### config.mk
export PLATFORM = sky130hd
export DESIGN_NAME = idle_handshake_ctrl
export DESIGN_NICKNAME = d
export VERILOG_FILES = /design/src/rtl/idle_hs_pkg.sv /design/src/rtl/idle_cfg_reg.sv /design/src/rtl/idle_hs_fsm.sv /design/src/rtl/idle_out_gate.sv /design/src/rtl/idle_handshake_ctrl.sv
export SDC_FILE = /design/constraint.sdc
export NUM_CORES = 1
export LEC_CHECK = 0
export ABC_CLOCK_PERIOD_IN_PS = 1840
export BUFFER_PORTS_ARGS = -buffer_cell sky130_fd_sc_hd__buf_2
export CORE_MARGIN = 10
export CORE_UTILIZATION = 30
export CTS_CLUSTER_SIZE = 12
export DETAILED_ROUTE_END_ITERATION = 12
export GPL_ROUTABILITY_DRIVEN = 0
export PLACE_DENSITY = 0.75
export SYNTH_ARGS = -nofsm -noshare
export SYNTH_HDL_FRONTEND = slang
export SYNTH_HIERARCHICAL = 1
export SYNTH_SLANG_ARGS = --single-unit
### constraint.sdc
create_clock -name clk_i -period 1.84 [get_ports clk_i]
set_clock_uncertainty 0.2 [all_clocks]
set_input_delay 0.552 -clock clk_i [delete_from_list [all_inputs] [get_ports clk_i]]
set_output_delay 0.552 -clock clk_i [all_outputs]
set_load 0.005 [all_outputs]
### src/rtl/idle_hs_pkg.sv
package idle_hs_pkg;
  localparam int unsigned REG_W    = 32;
  localparam int unsigned POL_LSB  = 3;
  localparam int unsigned CLK_LSB  = 8;
  localparam int unsigned WKEN_BIT = 2;
  localparam int unsigned N_CLK    = 2;

  typedef enum logic [1:0] {
    ST_RUN  = 2'd0,
    ST_WAIT = 2'd1,
    ST_IDLE = 2'd2
  } hs_state_e;

  typedef enum logic [1:0] {
    POL_FORCE   = 2'd0,
    POL_NEVER   = 2'd1,
    POL_SMART   = 2'd2,
    POL_SMART_W = 2'd3
  } idle_pol_e;
endpackage

### src/rtl/idle_cfg_reg.sv
module idle_cfg_reg
  import idle_hs_pkg::*;
#(
  parameter int unsigned DW = REG_W
) (
  input  logic             clk_i,
  input  logic             rst_ni,
  input  logic             we_i,
  input  logic [DW-1:0]    wdata_i,
  output logic [DW-1:0]    rdata_o,
  output logic [1:0]       pol_o,
  output logic [N_CLK-1:0] clk_keep_o,
  output logic             wken_o
);
  localparam logic [DW-1:0] WR_MASK = (DW'(3) << POL_LSB) |
                                      (DW'((1 << N_CLK) - 1) << CLK_LSB) |
                                      (DW'(1) << WKEN_BIT);

  logic [DW-1:0] reg_q;

  always_ff @(posedge clk_i or negedge rst_ni) begin
    if (!rst_ni)   reg_q <= '0;
    else if (we_i) reg_q <= wdata_i & WR_MASK;
  end

  assign rdata_o    = reg_q;
  assign pol_o      = reg_q[POL_LSB +: 2];
  assign clk_keep_o = reg_q[CLK_LSB +: N_CLK];
  assign wken_o     = reg_q[WKEN_BIT];
endmodule

### src/rtl/idle_hs_fsm.sv
module idle_hs_fsm
  import idle_hs_pkg::*;
(
  input  logic      clk_i,
  input  logic      rst_ni,
  input  logic      req_i,
  input  logic      busy_i,
  input  logic [1:0] pol_cfg_i,
  output hs_state_e state_o,
  output idle_pol_e pol_o
);
  hs_state_e state_q, state_d;
  idle_pol_e pol_q, pol;

  // policy follows the register only while running
  always_comb pol = (state_q == ST_RUN) ? idle_pol_e'(pol_cfg_i) : pol_q;

  always_comb begin
    state_d = state_q;
    unique case (state_q)
      ST_RUN: if (req_i) begin
        unique case (pol)
          POL_FORCE: state_d = ST_IDLE;
          POL_NEVER: state_d = ST_RUN;
          default:   state_d = ST_WAIT;
        endcase
      end
      ST_WAIT: begin
        if (!req_i)       state_d = ST_RUN;
        else if (!busy_i) state_d = ST_IDLE;
      end
      ST_IDLE: if (!req_i) state_d = ST_RUN;
      default: state_d = ST_RUN;
    endcase
  end

  always_ff @(posedge clk_i or negedge rst_ni) begin
    if (!rst_ni) begin
      state_q <= ST_RUN;
      pol_q   <= POL_FORCE;
    end else begin
      state_q <= state_d;
      pol_q   <= pol;
    end
  end

  assign state_o = state_q;
  assign pol_o   = pol;
endmodule

### src/rtl/idle_out_gate.sv
module idle_out_gate
  import idle_hs_pkg::*;
#(
  parameter int unsigned IRQ_W = 1,
  parameter int unsigned DMA_W = 1
) (
  input  logic             clk_i,
  input  logic             rst_ni,
  input  hs_state_e        state_i,
  input  idle_pol_e        pol_i,
  input  logic             req_i,
  input  logic             wken_i,
  input  logic [N_CLK-1:0] clk_keep_i,
  input  logic [IRQ_W-1:0] irq_i,
  input  logic [DMA_W-1:0] dma_i,
  input  logic             wake_evt_i,
  output logic [IRQ_W-1:0] irq_o,
  output logic [DMA_W-1:0] dma_o,
  output logic             wakeup_o,
  output logic [N_CLK-1:0] keep_o
);
  logic idle, force_off, wake_q;

  assign idle      = (state_i == ST_IDLE);
  assign force_off = idle && (pol_i == POL_FORCE);

  assign irq_o = force_off ? '0 : irq_i;
  assign dma_o = force_off ? '0 : dma_i;

  always_ff @(posedge clk_i or negedge rst_ni) begin
    if (!rst_ni)      wake_q <= 1'b0;
    else if (!req_i)  wake_q <= 1'b0;
    else if (idle && pol_i == POL_SMART_W && wken_i && wake_evt_i)
      wake_q <= 1'b1;
  end

  assign wakeup_o = wake_q;

  for (genvar g = 0; g < N_CLK; g++) begin : g_keep
    assign keep_o[g] = !idle || clk_keep_i[g];
  end
endmodule

### src/rtl/idle_handshake_ctrl.sv
module idle_handshake_ctrl
  import idle_hs_pkg::*;
#(
  parameter int unsigned DW    = REG_W,
  parameter int unsigned IRQ_W = 1,
  parameter int unsigned DMA_W = 1
) (
  input  logic             clk_i,
  input  logic             rst_ni,
  input  logic             cfg_we_i,
  input  logic [DW-1:0]    cfg_wdata_i,
  output logic [DW-1:0]    cfg_rdata_o,
  input  logic             idle_req_i,
  output logic             idle_ack_o,
  input  logic             core_busy_i,
  input  logic [IRQ_W-1:0] core_irq_i,
  input  logic [DMA_W-1:0] core_dma_i,
  input  logic             wake_evt_i,
  output logic [IRQ_W-1:0] irq_o,
  output logic [DMA_W-1:0] dma_req_o,
  output logic             wakeup_o,
  output logic             keep_iclk_o,
  output logic             keep_fclk_o
);
  logic [1:0]       cfg_pol;
  logic [N_CLK-1:0] cfg_keep, keep;
  logic             cfg_wken;
  hs_state_e        state;
  idle_pol_e        act_pol;

  idle_cfg_reg #(.DW(DW)) i_cfg (
    .clk_i      (clk_i),
    .rst_ni     (rst_ni),
    .we_i       (cfg_we_i),
    .wdata_i    (cfg_wdata_i),
    .rdata_o    (cfg_rdata_o),
    .pol_o      (cfg_pol),
    .clk_keep_o (cfg_keep),
    .wken_o     (cfg_wken)
  );

  idle_hs_fsm i_fsm (
    .clk_i     (clk_i),
    .rst_ni    (rst_ni),
    .req_i     (idle_req_i),
    .busy_i    (core_busy_i),
    .pol_cfg_i (cfg_pol),
    .state_o   (state),
    .pol_o     (act_pol)
  );

  idle_out_gate #(.IRQ_W(IRQ_W), .DMA_W(DMA_W)) i_gate (
    .clk_i      (clk_i),
    .rst_ni     (rst_ni),
    .state_i    (state),
    .pol_i      (act_pol),
    .req_i      (idle_req_i),
    .wken_i     (cfg_wken),
    .clk_keep_i (cfg_keep),
    .irq_i      (core_irq_i),
    .dma_i      (core_dma_i),
    .wake_evt_i (wake_evt_i),
    .irq_o      (irq_o),
    .dma_o      (dma_req_o),
    .wakeup_o   (wakeup_o),
    .keep_o     (keep)
  );

  assign idle_ack_o  = (state == ST_IDLE);
  assign keep_iclk_o = keep[0];
  assign keep_fclk_o = keep[1];
endmodule

## After elaboration in Yosys (flattened, before gate mapping)

Index checks and enable logic that the tools add are counted.

| cells by class | value |
|---|---|
| equal/unequal tests | 8 |
| mux-type cells | 11 |
| reduce and logical (&&, ||, !) cells | 10 |

Operators with widths:

| operator | count |
|---|---|
| $mux 2 | 5 |
| $pmux 2 s3 | 1 |
| $eq 2x1->1 const B | 2 |
| $eq 2x2->1 const B | 2 |
| $logic_and 1x1->1 | 4 |
| $logic_not 2->1 | 2 |
| $mux 1 | 4 |
| $ne 2x2->1 const B | 2 |
| $pmux 2 s2 | 1 |
| $ne 3x3->1 const B | 1 |
| $reduce_and 3->1 | 1 |
| $logic_or 1x1->1 | 2 |
| $ne 2x1->1 const B | 1 |
| $logic_not 1->1 | 1 |

| word-level totals | value |
|---|---|
| flip-flop bits (word level) | 10 |
| input port bits | 40 |
| logic and storage cells | 33 |

## Depth between registers and ports, before layout

Gate-level depths: netlist of the first run.

| logic depth | value |
|---|---|
| depth in word-level cells | 8 |
| gate-level depth with buffers | 4 |
| depth with buffers taken out | 4 |

## Hierarchy

Netlist of the first run, hierarchy kept.

Modules (own cells, without submodules):

| module | instances | cells an instance | area each (sq um) | seq. area each (sq um) |
|---|---|---|---|---|
| idle_cfg_reg | 1 | 43 | 425.4 | 125.1 |
| idle_hs_fsm | 1 | 12 | 166.4 | 100.1 |
| idle_out_gate | 1 | 10 | 95.1 | 25.0 |
| idle_handshake_ctrl | 1 | 1 | 13.8 | 0.0 |

## Least setup slack after synthesis of the first run

No wires, ideal clock.

| path | value |
|---|---|
| kind | register to output |
| start | register i_fsm.state_q[0] (netlist: i_fsm/state_o[0]) |
| end | output port dma_req_o |
| data arrival time | 1.268 ns |
| required time | 1.088 ns |
| slack | -0.180 ns |
| cell stages (with the launch flop) | 4 |
| buffers on the path | 0 |
| path through | dfrtp_1 -> nor2_2 -> mux2_1 -> o31a_1 |

| between the ends | value |
|---|---|
| cells in the longest elaborated chain, start to end | 5 |
| elaborated cells on any way between the ends | 6 |
| classes of those cells | 1 x eq/ne; 2 x mux; 3 x reduce/logical |

Ends and longest elaborated chain:

| item | RTL line | source |
|---|---|---|
| start, declared | idle_hs_fsm.sv:12 | `hs_state_e state_q, state_d;` |
| start signal, assigned | idle_hs_fsm.sv:42 | `state_q <= state_d;` |
| $logic_not 2->1 | idle_hs_fsm.sv:16 | `always_comb pol = (state_q == ST_RUN) ? idle_pol_e'(pol_cfg_i) : pol_q;` |
| $mux 2 | idle_hs_fsm.sv:16 |  |
| net act_pol[1] | idle_handshake_ctrl.sv:29 | `idle_pol_e act_pol;` |
| $logic_not 2->1 | idle_out_gate.sv:25 | `assign force_off = idle && (pol_i == POL_FORCE);` |
| $logic_and 1x1->1 | idle_out_gate.sv:25 |  |
| $mux 1 | idle_out_gate.sv:28 | `assign dma_o = force_off ? '0 : dma_i;` |
| end, declared | idle_handshake_ctrl.sv:20 | `output logic [DMA_W-1:0] dma_req_o,` |

The timed path passes the listed nets, and every way through them passes these cells.

## Final worst setup path of the first run

| path | value |
|---|---|
| start | register i_fsm.state_q[0] (netlist: i_fsm/state_o[0]) |
| end | output port irq_o |

| between the ends | value |
|---|---|
| cells in the longest elaborated chain, start to end | 5 |
| elaborated cells on any way between the ends | 6 |
| classes of those cells | 1 x eq/ne; 2 x mux; 3 x reduce/logical |

Ends and longest elaborated chain:

| item | RTL line | source |
|---|---|---|
| $logic_not 2->1 | idle_hs_fsm.sv:16 |  |
| $mux 2 | idle_hs_fsm.sv:16 |  |
| net act_pol[0] | idle_handshake_ctrl.sv:29 |  |
| $logic_not 2->1 | idle_out_gate.sv:25 |  |
| $logic_and 1x1->1 | idle_out_gate.sv:25 |  |
| $mux 1 | idle_out_gate.sv:27 | `assign irq_o = force_off ? '0 : irq_i;` |
| end, declared | idle_handshake_ctrl.sv:19 | `output logic [IRQ_W-1:0] irq_o,` |

The timed path passes the listed nets, and every way through them passes these cells.

==> run summary, run 1 <==
Delay-heaviest family, CP -> flip-flops
Detailed Route WL -> 1600 um
Max-capacitance violation count -> 0
Die area -> 4670 um^2
Synthesis-stage register bit count -> 10
Die Span Y -> 68.3 um
Synth unique cells -> 19
Fmax -> 437 MHz
Primary FF master, synth -> dfrtp_1
Core Box Area -> 2210 um^2
Failing checks -> negative setup slack
RSZ-0062 raised after global routing -> true
Slowest stage delay, CP -> 0.43 ns
Clk root buf -> clkbuf_4
Worst Hold Margin -> 0.300 ns
Port bufs -> 23
Leak Pwr -> 0.442 nW
CTS sink count -> 10
Wire per inst -> 12.8 um
Post-route ant nets -> 0
DRC -> 0
CTS clock-pin slew for the worst setup and hold paths -> 0.06 ns
Final Util -> 0.376
Chip Width -> 68.3 um
Setup_tns -> -1.61 ns
Io pins -> 78
Router iterations before antenna repair -> 1
Gr usage total -> 0.0642
Crit path required time -> 1.09 ns
Fin crit period -> 2.29 ns
Via density per instance -> 3.85
Power density over the cells -> 749 nW/um^2
Fin crit share -> 1.24
Hold Path Depth -> 2
Largest net degree at the start of global routing -> 11
Arr. time, crit path -> 1.54 ns
CTS Buffer Depth -> 2
Worst Setup End Kind -> output pin
Final max-slew violation count -> 0
Hold Vio Cnt, Final -> 0
Synth Cell Area -> 701 um^2
Register area share after synthesis -> 0.357
Worst path bufs/invs -> 1
Worst setup margin -> -0.448 ns
Gr ovfl total -> 0
Initial Utilization -> 0.317
Syn Inst Count -> 66
CP cell instances -> nor2_4 -> mux2_4 -> o31a_1 -> buf_2
Antenna violations before repair -> 0
First-pass GRT wire length -> 2340 um
Post-placement worst setup slack -> -0.184 ns
CP max FO -> 3
Slowest cell on the critical path -> dfrtp_2
Startpoint types -> register
Maximum VDD drop -> 0.000403 V
Clock latency on the worst-skew pair -> 0.25 ns
CTS Buf Count -> 3
TritonCTS clock tree -> yes
DR vias -> 481
Syn_area_per_cell -> 10.6 um^2
Synth warn -> 6
Row cnt -> 17
Area growth, synth to finish -> 18.6%
N_diodes -> 0
EDFF count, synth -> 0
DR iter-0 viols -> 0
Final #Nets -> 138
Vias in the first global route -> 553
Crit Path Class -> register to output pin
Hold WC Path Type -> register to register
Htree depth -> 1
Stages on worst setup path -> 4
Status -> finished, violations left
Dpl hpwl -> 1440 um
R2R depth -> 6
Ys async rst share -> 1.00
Share of cells above drive strength 1 -> 0.505
Endpoints failing setup -> 5
power by group:
group | switching (W) | total [W] | internal (W)
Combinational | 0.0000872 | 0.000203 | 0.000116
Sequential | 0.0000175 | 0.000267 | 0.000249
Clock | 0.0000691 | 0.000153 | 0.0000836
flip-flops by register name (all words and copies together), names as in the netlist:
| register | cells |
|---|---|
| i_gate/wakeup_o | 1 |
| i_fsm/pol_q | 2 |
| i_cfg/rdata_o | 5 |
| i_fsm/state_o | 2 |
timing repair:
item / 4_1_cts / 5_1_grt
gates resized for setup: 1 / 0
hold buffers: 1 / 0
setup buffers: 2 / 0
endpoints found under the setup margin: 5 / 5
hold endpoints to repair: 10 / 0
pin swaps: 1 / 0
kinds of logic after synthesis:
| family | count (synthesis) | share of synthesized area |
|---|---|---|
| flops | 10 | 0.357 |
| buf+inv | 33 | 0.348 |
| compound gates | 5 | 0.0661 |
| other cells | 1 | 0.00535 |
| simple gates | 9 | 0.0964 |
| mux | 8 | 0.127 |
metal layers:
metal / share of wire / global-route usage
met5: 0 / 0
met4: 0 / 0.0302
met3: 0.15 / 0.0228
met2: 0.56 / 0.124
met1: 0.29 / 0.0576
cell usage in the layout, fill, tap and decap left out, types with 2 or more instances in the layout:
cell type,Yosys,final
buf_2,0,23
buf_4,32,8
clkbuf_4,0,3
conb_1,1,27
dfrtp_1,10,8
dfrtp_2,0,2
mux2_2,5,5
mux2_4,0,2
o31a_1,2,2
or2_1,2,2
worst paths after layout:
| kind | start | endpoint | slack [ns] |
|---|---|---|---|
| max | i_fsm/state_o[0] | irq_o | -0.45 |
| min | i_gate/wakeup_o | i_gate/wakeup_o | 0.30 |
| max reg2reg | i_fsm/state_o[0] | i_gate/wakeup_o | 0.24 |
| min reg2reg | i_gate/wakeup_o | i_gate/wakeup_o | 0.30 |
| max in group asynchronous | rst_ni | i_fsm/state_o[0] | 0.75 |
| min in group asynchronous | rst_ni | i_cfg/rdata_o[3] | 0.48 |
Yosys cell counts (2+ instances only):
master	count	share of area
o31a_1	2	0.025
buf_4	32	0.34
mux2_2	5	0.080
or2_1	2	0.018
mux2_1	2	0.032
dfrtp_1	10	0.36
worst reg2reg max path: cells and delay by family, from the launching register on:
family                 cells  cell delay [ns]
AOI/OAI and AO/OA          1             0.07
buffers and inverters      2             0.25
DFF                        1             0.43
muxes                      1             0.32
and+or+nand+nor            2             0.23
area by class of cell:
cell class / instances / area (um^2)
Multi-Input combinational cell: 49 / 317
Sequential cell: 10 / 253
Fill cell: 234 / 1380
Timing Repair Buffer: 33 / 196
Inverter: 1 / 3.75
Tap cell: 28 / 35.0
Clock buffer: 4 / 26.3
metrics by stage:
stage          cell area [um^2]  std cells  total power [W]
6_report                    831        125         0.000622
5_1_grt                     831        125         0.000666
4_1_cts                     831        125         0.000634
3_5_place_dp                776        118         0.000460
3_3_place_gp                776        118         0.000453
2_1_floorplan               813         92         0.000422
Power figures use the tool's default switching activity.
==> inputs of run 2 (changes only) <==
--- a/config.mk
+++ b/config.mk
@@ -5,10 +5,12 @@
 export SDC_FILE = /design/constraint.sdc
 export NUM_CORES = 1
 export LEC_CHECK = 0
+export ABC_AREA = 1
 export ABC_CLOCK_PERIOD_IN_PS = 1840
 export BUFFER_PORTS_ARGS = -buffer_cell sky130_fd_sc_hd__buf_2
+export CORE_ASPECT_RATIO = 1.4
 export CORE_MARGIN = 10
-export CORE_UTILIZATION = 30
+export CORE_UTILIZATION = 31
 export CTS_CLUSTER_SIZE = 12
 export DETAILED_ROUTE_END_ITERATION = 12
 export GPL_ROUTABILITY_DRIVEN = 0
==> run 2 against run 1 <==
The run still ends with negative setup slack left. Power rose by 32%. Count of clock-buffer cells in the layout unchanged. Synthesized area increased by 7.1%. Via count up 26%. First-iteration DRC count grew 10. Final cell count grew 26%. Die area is 3.2% higher. Register-to-register slack got worse by 0.05 ns. Sequential share of layout area down 1.9 points. Design area increased by 6.0%. Clock power about the same. Largest power group is now combinational cells.
==> run summary, run 2 <==
Htree depth -> 1 (unchanged)
Top cells by area, synth -> dfrtp_1 (33%), buf_4 (32%), nand2_1 (14%), inv_1 (7.0%), nor2_1 (2.5%)
FF+latch area -> 251 um^2 (-0.49%)
Post-Synth Adder-Cell Area -> 0 (unchanged)
Commonest non-fill, non-tap cells in the layout -> conb_1 (27), nand2_1 (26), buf_2 (23)
Final #Nets -> 175 (+27%)
Worst Setup End Kind -> output pin
Die area -> 4820 um^2 (+3.2%)
Fillers -> 256 (+9.4%)
Top-area cell type share of the netlist area -> 0.333 (-0.0238)
Area growth, synth to finish -> 17.3%
DR vias -> 606 (+26%)
CTS sink count -> 10 (unchanged)
Router iterations before antenna repair -> 4 (+3)
Wire per inst -> 10.6 um (-17%)
CTS clock-pin slew for the worst setup and hold paths -> 0.07 ns (about the same)
Combinational family with the most area after synthesis -> buffers and inverters
Hold Vio Cnt, Final -> 0 (unchanged)
Vias in the first global route -> 568 (+2.7%)
Compound-Gate Fraction of Synth Area -> 0.0567 (-0.00940)
Top-count cell post-synth -> buf_4
Arr. time, crit path -> 1.42 ns (-0.12 ns)
Clk root buf -> clkbuf_4
Gr usage total -> 0.0633 (-0.000906)
Via density per instance -> 3.86 (+0.31%)
Largest net degree at the start of global routing -> 11 (unchanged)
First-pass GRT wire length -> 2370 um (+1.2%)
Startpoint types -> register
Detailed Route WL -> 1660 um (+4.1%)
Post-synthesis mux area share -> 0 (-0.127)
Leak Pwr -> 0.532 nW (+20%)
DRC -> 0 (unchanged)
Post-synthesis simple-gate area fraction -> 0.210 (+0.114)
Fin crit share -> 1.18 (-0.0621)
EDFF count, synth -> 0 (unchanged)
Status -> finished, violations left
Area leader, netlist -> dfrtp_1
RSZ-0062 raised after global routing -> true
Ys async rst share -> 1.00 (unchanged)
Die Span Y -> 78.2 um (+14%)
Synth unique cells -> 15 (-4)
Synth Cell Area -> 751 um^2 (+7.1%)
Worst Hold Margin -> 0.290 ns (-0.0106 ns)
Io pins -> 78 (unchanged)
DR iter-0 viols -> 10 (+10)
Row cnt -> 21 (+4)
Overall power -> 0.000824 W (+32%)
Port bufs -> 23 (unchanged)
Xor/xnor share of the synthesized area -> 0 (unchanged)
Chip Width -> 61.6 um (-9.9%)
TritonCTS clock tree -> yes
Worst setup margin -> -0.334 ns (+0.114 ns)
Crit Path Class -> register to output pin
Area of the multi-input gates -> 318 um^2 (+0.40%)
Endpoints failing setup -> 4 (-1)
Share of cells above drive strength 1 -> 0.343 (-0.162)
Max FFs per register -> 5 (unchanged)
Gr ovfl total -> 0 (unchanged)
Initial Utilization -> 0.317 (+0.000718)
Max-capacitance violation count -> 0 (unchanged)
Primary FF master, synth -> dfrtp_1
Most common cell after layout, fill and taps aside -> conb_1
Synth warn -> 6 (unchanged)
Crit path required time -> 1.09 ns (about the same)
Syn Inst Count -> 103 (+56%)
Maximum VDD drop -> 0.000503 V (+25%)
Failing checks -> negative setup slack
Fin crit period -> 2.17 ns (-0.114 ns)
Fmax -> 460 MHz (+5.3%)
Clock latency on the worst-skew pair -> 0.26 ns (about the same)
Dpl hpwl -> 1360 um (-5.3%)
CP max FO -> 3 (unchanged)
Register area share after synthesis -> 0.333 (-0.0238)
N_diodes -> 0 (unchanged)
Final max-slew violation count -> 0 (unchanged)
Top cells by count, synth -> buf_4 (32), nand2_1 (28), inv_1 (14)
Post-route ant nets -> 0 (unchanged)
Synthesis-stage register bit count -> 10 (unchanged)
Syn_area_per_cell -> 7.29 um^2 (-31%)
Hold WC Path Type -> register to register
Power density over the cells -> 936 nW/um^2 (+25%)
Antenna violations before repair -> 0 (unchanged)
CTS Buffer Depth -> 2 (unchanged)
CTS Buf Count -> 3 (unchanged)
Setup_tns -> -0.784 ns (+0.830 ns)
Core Box Area -> 2360 um^2 (+6.9%)
==> run 2: cell count changes in the layout (fill, tap and decap cells not counted), moves of 2 or more <==
cell     before  now
nand2_1       1   26
inv_1         1   13
mux2_2        5    0
nor2_1        1    4
a21oi_2       0    2
a31oi_1       0    2
inv_2         0    2
mux2_4        2    0
nand2_2       0    2
nand3_1       0    2
nor2_2        0    2
o31a_1        2    0
or2_1         2    0
==> run 2: cell type report <==
class                      instances  share of cell area
multi-input combinational         72               0.361
sequential                        10               0.286
tap                               23              0.0327
inverter                          15              0.0639
clock buffer                       4              0.0298
timing repair buffer              33               0.227
==> run 2: path summary, 6_finish.rpt <==
path,depth (start not counted),endpoint,start,slack (ns)
max,6,irq_o,i_fsm/state_o[1],-0.33
min,2,i_cfg/rdata_o[3],i_cfg/rdata_o[3],0.29
max reg2reg,10,i_gate/wakeup_o,i_fsm/state_o[1],0.19
min reg2reg,2,i_cfg/rdata_o[3],i_cfg/rdata_o[3],0.29
max in group asynchronous,2,i_fsm/state_o[0],rst_ni,0.75
min in group asynchronous,2,i_fsm/state_o[0],rst_ni,0.48
==> run 2: logic make-up after synthesis <==
kind of cell | count (synthesis)
other | 1
buffers and inverters | 47
AOI/OAI and AO/OA | 7
and+or+nand+nor | 38
DFF | 10
==> run 2: routing by layer <==
| metal | routed length (um) | global-route usage | up-vias |
|---|---|---|---|
| met4 | 0 | 0.00673 | 0 |
| met5 | 0 | 0 | - |
| met2 | 838 | 0.114 | 36 |
| met1 | 577 | 0.0590 | 260 |
| met3 | 245 | 0.0403 | 0 |
| li1 | - | - | 310 |
==> run 2: worst max-delay path, stage by stage, from the launching register on <==
cell and delay [ns]:
dfrtp_1 0.41, nor2_4 0.17, nor2_2 0.05, a21oi_2 0.16, inv_1 0.08, a31oi_1 0.17
buf_2 0.13
==> run 2: through the flow <==
| step | setup slack, ns | instance area [um^2] | utilization | std cells |
|---|---|---|---|---|
| final | -0.334 | 881 | 0.372 | 157 |
| after global routing | -0.426 | 881 | 0.372 | 157 |
| after CTS | -0.329 | 858 | 0.363 | 154 |
| after detailed placement | -0.113 | 791 | 0.334 | 148 |
| after global placement | -0.108 | 791 | 0.334 | 148 |
| after floorplan | 0.00928 | 850 | - | 129 |
==> run 2: repair_timing <==
action,CTS,global route
setup endpoints to repair,4,5
hold endpoints to repair,10,0
pin swaps,3,1
resized for setup,9,0
setup buffers,1,3
hold buffers,1,0
==> run 2: power breakdown <==
part           leakage (nW)  total (W)  switching [W]  internal, W
logic                 0.393   0.000380       0.000191     0.000190
registers             0.124   0.000289      0.0000271     0.000262
clock network        0.0150   0.000155      0.0000712    0.0000834
==> inputs of run 3 (changes only) <==
--- a/config.mk
+++ b/config.mk
@@ -13,7 +13,6 @@
 export CORE_UTILIZATION = 31
 export CTS_CLUSTER_SIZE = 12
 export DETAILED_ROUTE_END_ITERATION = 12
-export GPL_ROUTABILITY_DRIVEN = 0
 export PLACE_DENSITY = 0.75
 export SYNTH_ARGS = -nofsm -noshare
 export SYNTH_HDL_FRONTEND = slang
==> constraint.sdc (replaced) <==
create_clock -name clk_i -period 1.84 [get_ports clk_i]
set_clock_uncertainty 0.2 [all_clocks]
set_input_delay 0.368 -clock clk_i [delete_from_list [all_inputs] [get_ports clk_i]]
set_output_delay 0.368 -clock clk_i [all_outputs]
set_load 0.005 [all_outputs]
==> run 3 against run 2 <==
The flow still finishes with violations (negative setup slack). Combinational power decreased by 14%. Sequential share of layout area increased by 0.73 points. Global-route usage about the same. Worst hold slack got worse by 0.19 ns. Register-to-register slack improved by 0.13 ns. Critical path depth unchanged. Sequential power about the same. Flip-flop and latch count unchanged. First-iteration DRC count increased by 20%. Utilization decreased by 1.1 points. Critical path type unchanged. Maximum frequency increased by 13%. Non-clock buffer count decreased by 3. Highest routed layer unchanged.
==> run summary, run 3 (synthesis results as in run 2) <==
Maximum VDD drop -> 0.000351 V (-30%)
CTS sink count -> 10 (unchanged)
Dpl hpwl -> 1360 um (-0.33%)
Htree depth -> 1 (unchanged)
Hold WC Path Type -> input port to register
Stages on worst setup path -> 6 (unchanged)
Slowest stage delay, CP -> 0.39 ns (-0.02 ns)
R2R depth -> 9 (-1)
Endpoints failing setup -> 2 (-2)
DRC -> 0 (unchanged)
Startpoint types -> register
CTS Buf Count -> 3 (unchanged)
Hold Path Depth -> 3 (+1)
Chip Width -> 61.6 um (unchanged)
Fmax -> 521 MHz (+13%)
CTS clock-pin slew for the worst setup and hold paths -> 0.07 ns (about the same)
Antenna violations before repair -> 0 (unchanged)
Commonest non-fill, non-tap cells in the layout -> nand2_1 (28), conb_1 (27), buf_2 (23)
First-pass GRT wire length -> 2430 um (+2.6%)
Most common cell after layout, fill and taps aside -> nand2_1
Routability cong. -> 0.713
Row cnt -> 21 (unchanged)
FF+latch area -> 250 um^2 (-0.50%)
Post-Layout Cell Count -> 154 (-1.9%)
Initial Utilization -> 0.317 (unchanged)
Final Util -> 0.361 (-0.0111)
Clk root buf -> clkbuf_4
Gr ovfl total -> 0 (unchanged)
Fin crit period -> 1.92 ns (-0.253 ns)
Dpl cells -> 146 (-1.4%)
Fin crit share -> 1.04 (-0.138)
Detailed Route WL -> 1580 um (-4.8%)
Worst Hold Margin -> 0.0956 ns (-0.194 ns)
Die area -> 4820 um^2 (unchanged)
Power density over the cells -> 946 nW/um^2 (+1.1%)
DR iter-0 viols -> 12 (+2)
Via density per instance -> 3.89 (+0.77%)
Area of the multi-input gates -> 313 um^2 (-1.6%)
Clock latency on the worst-skew pair -> 0.26 ns (about the same)
CTS Buffer Depth -> 2 (unchanged)
Fillers -> 263 (+2.7%)
Die Span Y -> 78.2 um (unchanged)
Setup_tns -> -0.143 ns (+0.641 ns)
Area growth, synth to finish -> 13.8%
Core Box Area -> 2360 um^2 (unchanged)
Max FFs per register -> 5 (unchanged)
FF-to-FF setup slack -> 0.32 ns (+0.13 ns)
Wire per inst -> 10.3 um (-2.9%)
Port bufs -> 23 (unchanged)
Post-route ant nets -> 0 (unchanged)
Hold Vio Cnt, Final -> 0 (unchanged)
Failing checks -> negative setup slack
N_diodes -> 0 (unchanged)
Max-capacitance violation count -> 0 (unchanged)
Slowest cell on the critical path -> dfrtp_1
Crit path required time -> 1.27 ns (+0.18 ns)
DR vias -> 599 (-1.2%)
Router iterations before antenna repair -> 4 (unchanged)
Worst setup margin -> -0.0804 ns (+0.253 ns)
Crit Path Class -> register to output pin
Delay-heaviest family, CP -> flip-flops
TritonCTS clock tree -> yes
Leak Pwr -> 0.523 nW (-1.7%)
Status -> finished, violations left
Share of cells above drive strength 1 -> 0.305 (-0.0379)
CP max FO -> 4 (+1)
Worst Setup End Kind -> output pin
Io pins -> 78 (unchanged)
RSZ-0062 raised after global routing -> true
Gr usage total -> 0.0637 (+0.000353)
Final max-slew violation count -> 0 (unchanged)
Vias in the first global route -> 577 (+1.6%)
Final #Nets -> 172 (-1.7%)
Worst path bufs/invs -> 3 (+1)
Arr. time, crit path -> 1.35 ns (-0.07 ns)
Largest net degree at the start of global routing -> 11 (unchanged)
CP cell instances -> nor2_4 -> buf_4 -> a21oi_2 -> inv_1 -> a31oi_1 -> buf_2
run 3: cell types whose count changed in the layout (fill, tap and decap cells not counted), sizes merged:
cell / change
buf: -3
run 3: repair_timing:
item,CTS,global route
hold buffers,1,0
setup endpoints to repair,2,2
gates resized for setup,4,0
hold endpoints to repair,10,0
setup buffers,3,0
pin swaps,4,3
run 3: path summary, 6_finish.rpt:
kind / from / endpoint
setup / recovery: i_fsm/state_o[0] / irq_o
hold reg to reg: i_cfg/rdata_o[8] / i_cfg/rdata_o[8]
setup reg to reg: i_fsm/state_o[0] / i_gate/wakeup_o
max in group asynchronous: rst_ni / i_cfg/rdata_o[3]
hold / removal: cfg_wdata_i[8] / i_cfg/rdata_o[8]
min in group asynchronous: rst_ni / i_fsm/pol_q[0]
run 3: stage by stage:
step / instance area (um^2) / worst slack [ns] / total power, W
after floorplan: 848 / 0.168 / 0.000494
after global placement: 774 / 0.112 / 0.000553
after detailed placement: 774 / 0.103 / 0.000556
after CTS: 855 / -0.115 / 0.000822
after global routing: 855 / -0.179 / 0.000878
final: 855 / -0.0804 / 0.000808
run 3: tightest hold or removal path, stage by stage:
cell and delay, ns:
buf_2 0.07, nand2_1 0.04, nand2_1 0.05
run 3: report_power, final:
| group | switching [W] | total [W] | internal [W] |
|---|---|---|---|
| Combinational | 0.000174 | 0.000326 | 0.000153 |
| Sequential | 0.0000263 | 0.000287 | 0.000261 |
| Clock | 0.0000744 | 0.000194 | 0.000120 |
run 3: metal layers:
metal	share of wire	GRT usage
met2	0.46	0.105
met5	0	0
met4	0	0.0269
met1	0.40	0.0666
met3	0.15	0.0290
run 3: cell type report:
type | count | area share
Inverter | 15 | 0.0659
Multi-Input combinational cell | 72 | 0.366
Timing Repair Buffer | 30 | 0.199
Clock buffer | 4 | 0.0425
Sequential cell | 10 | 0.293
Tap cell | 23 | 0.0337
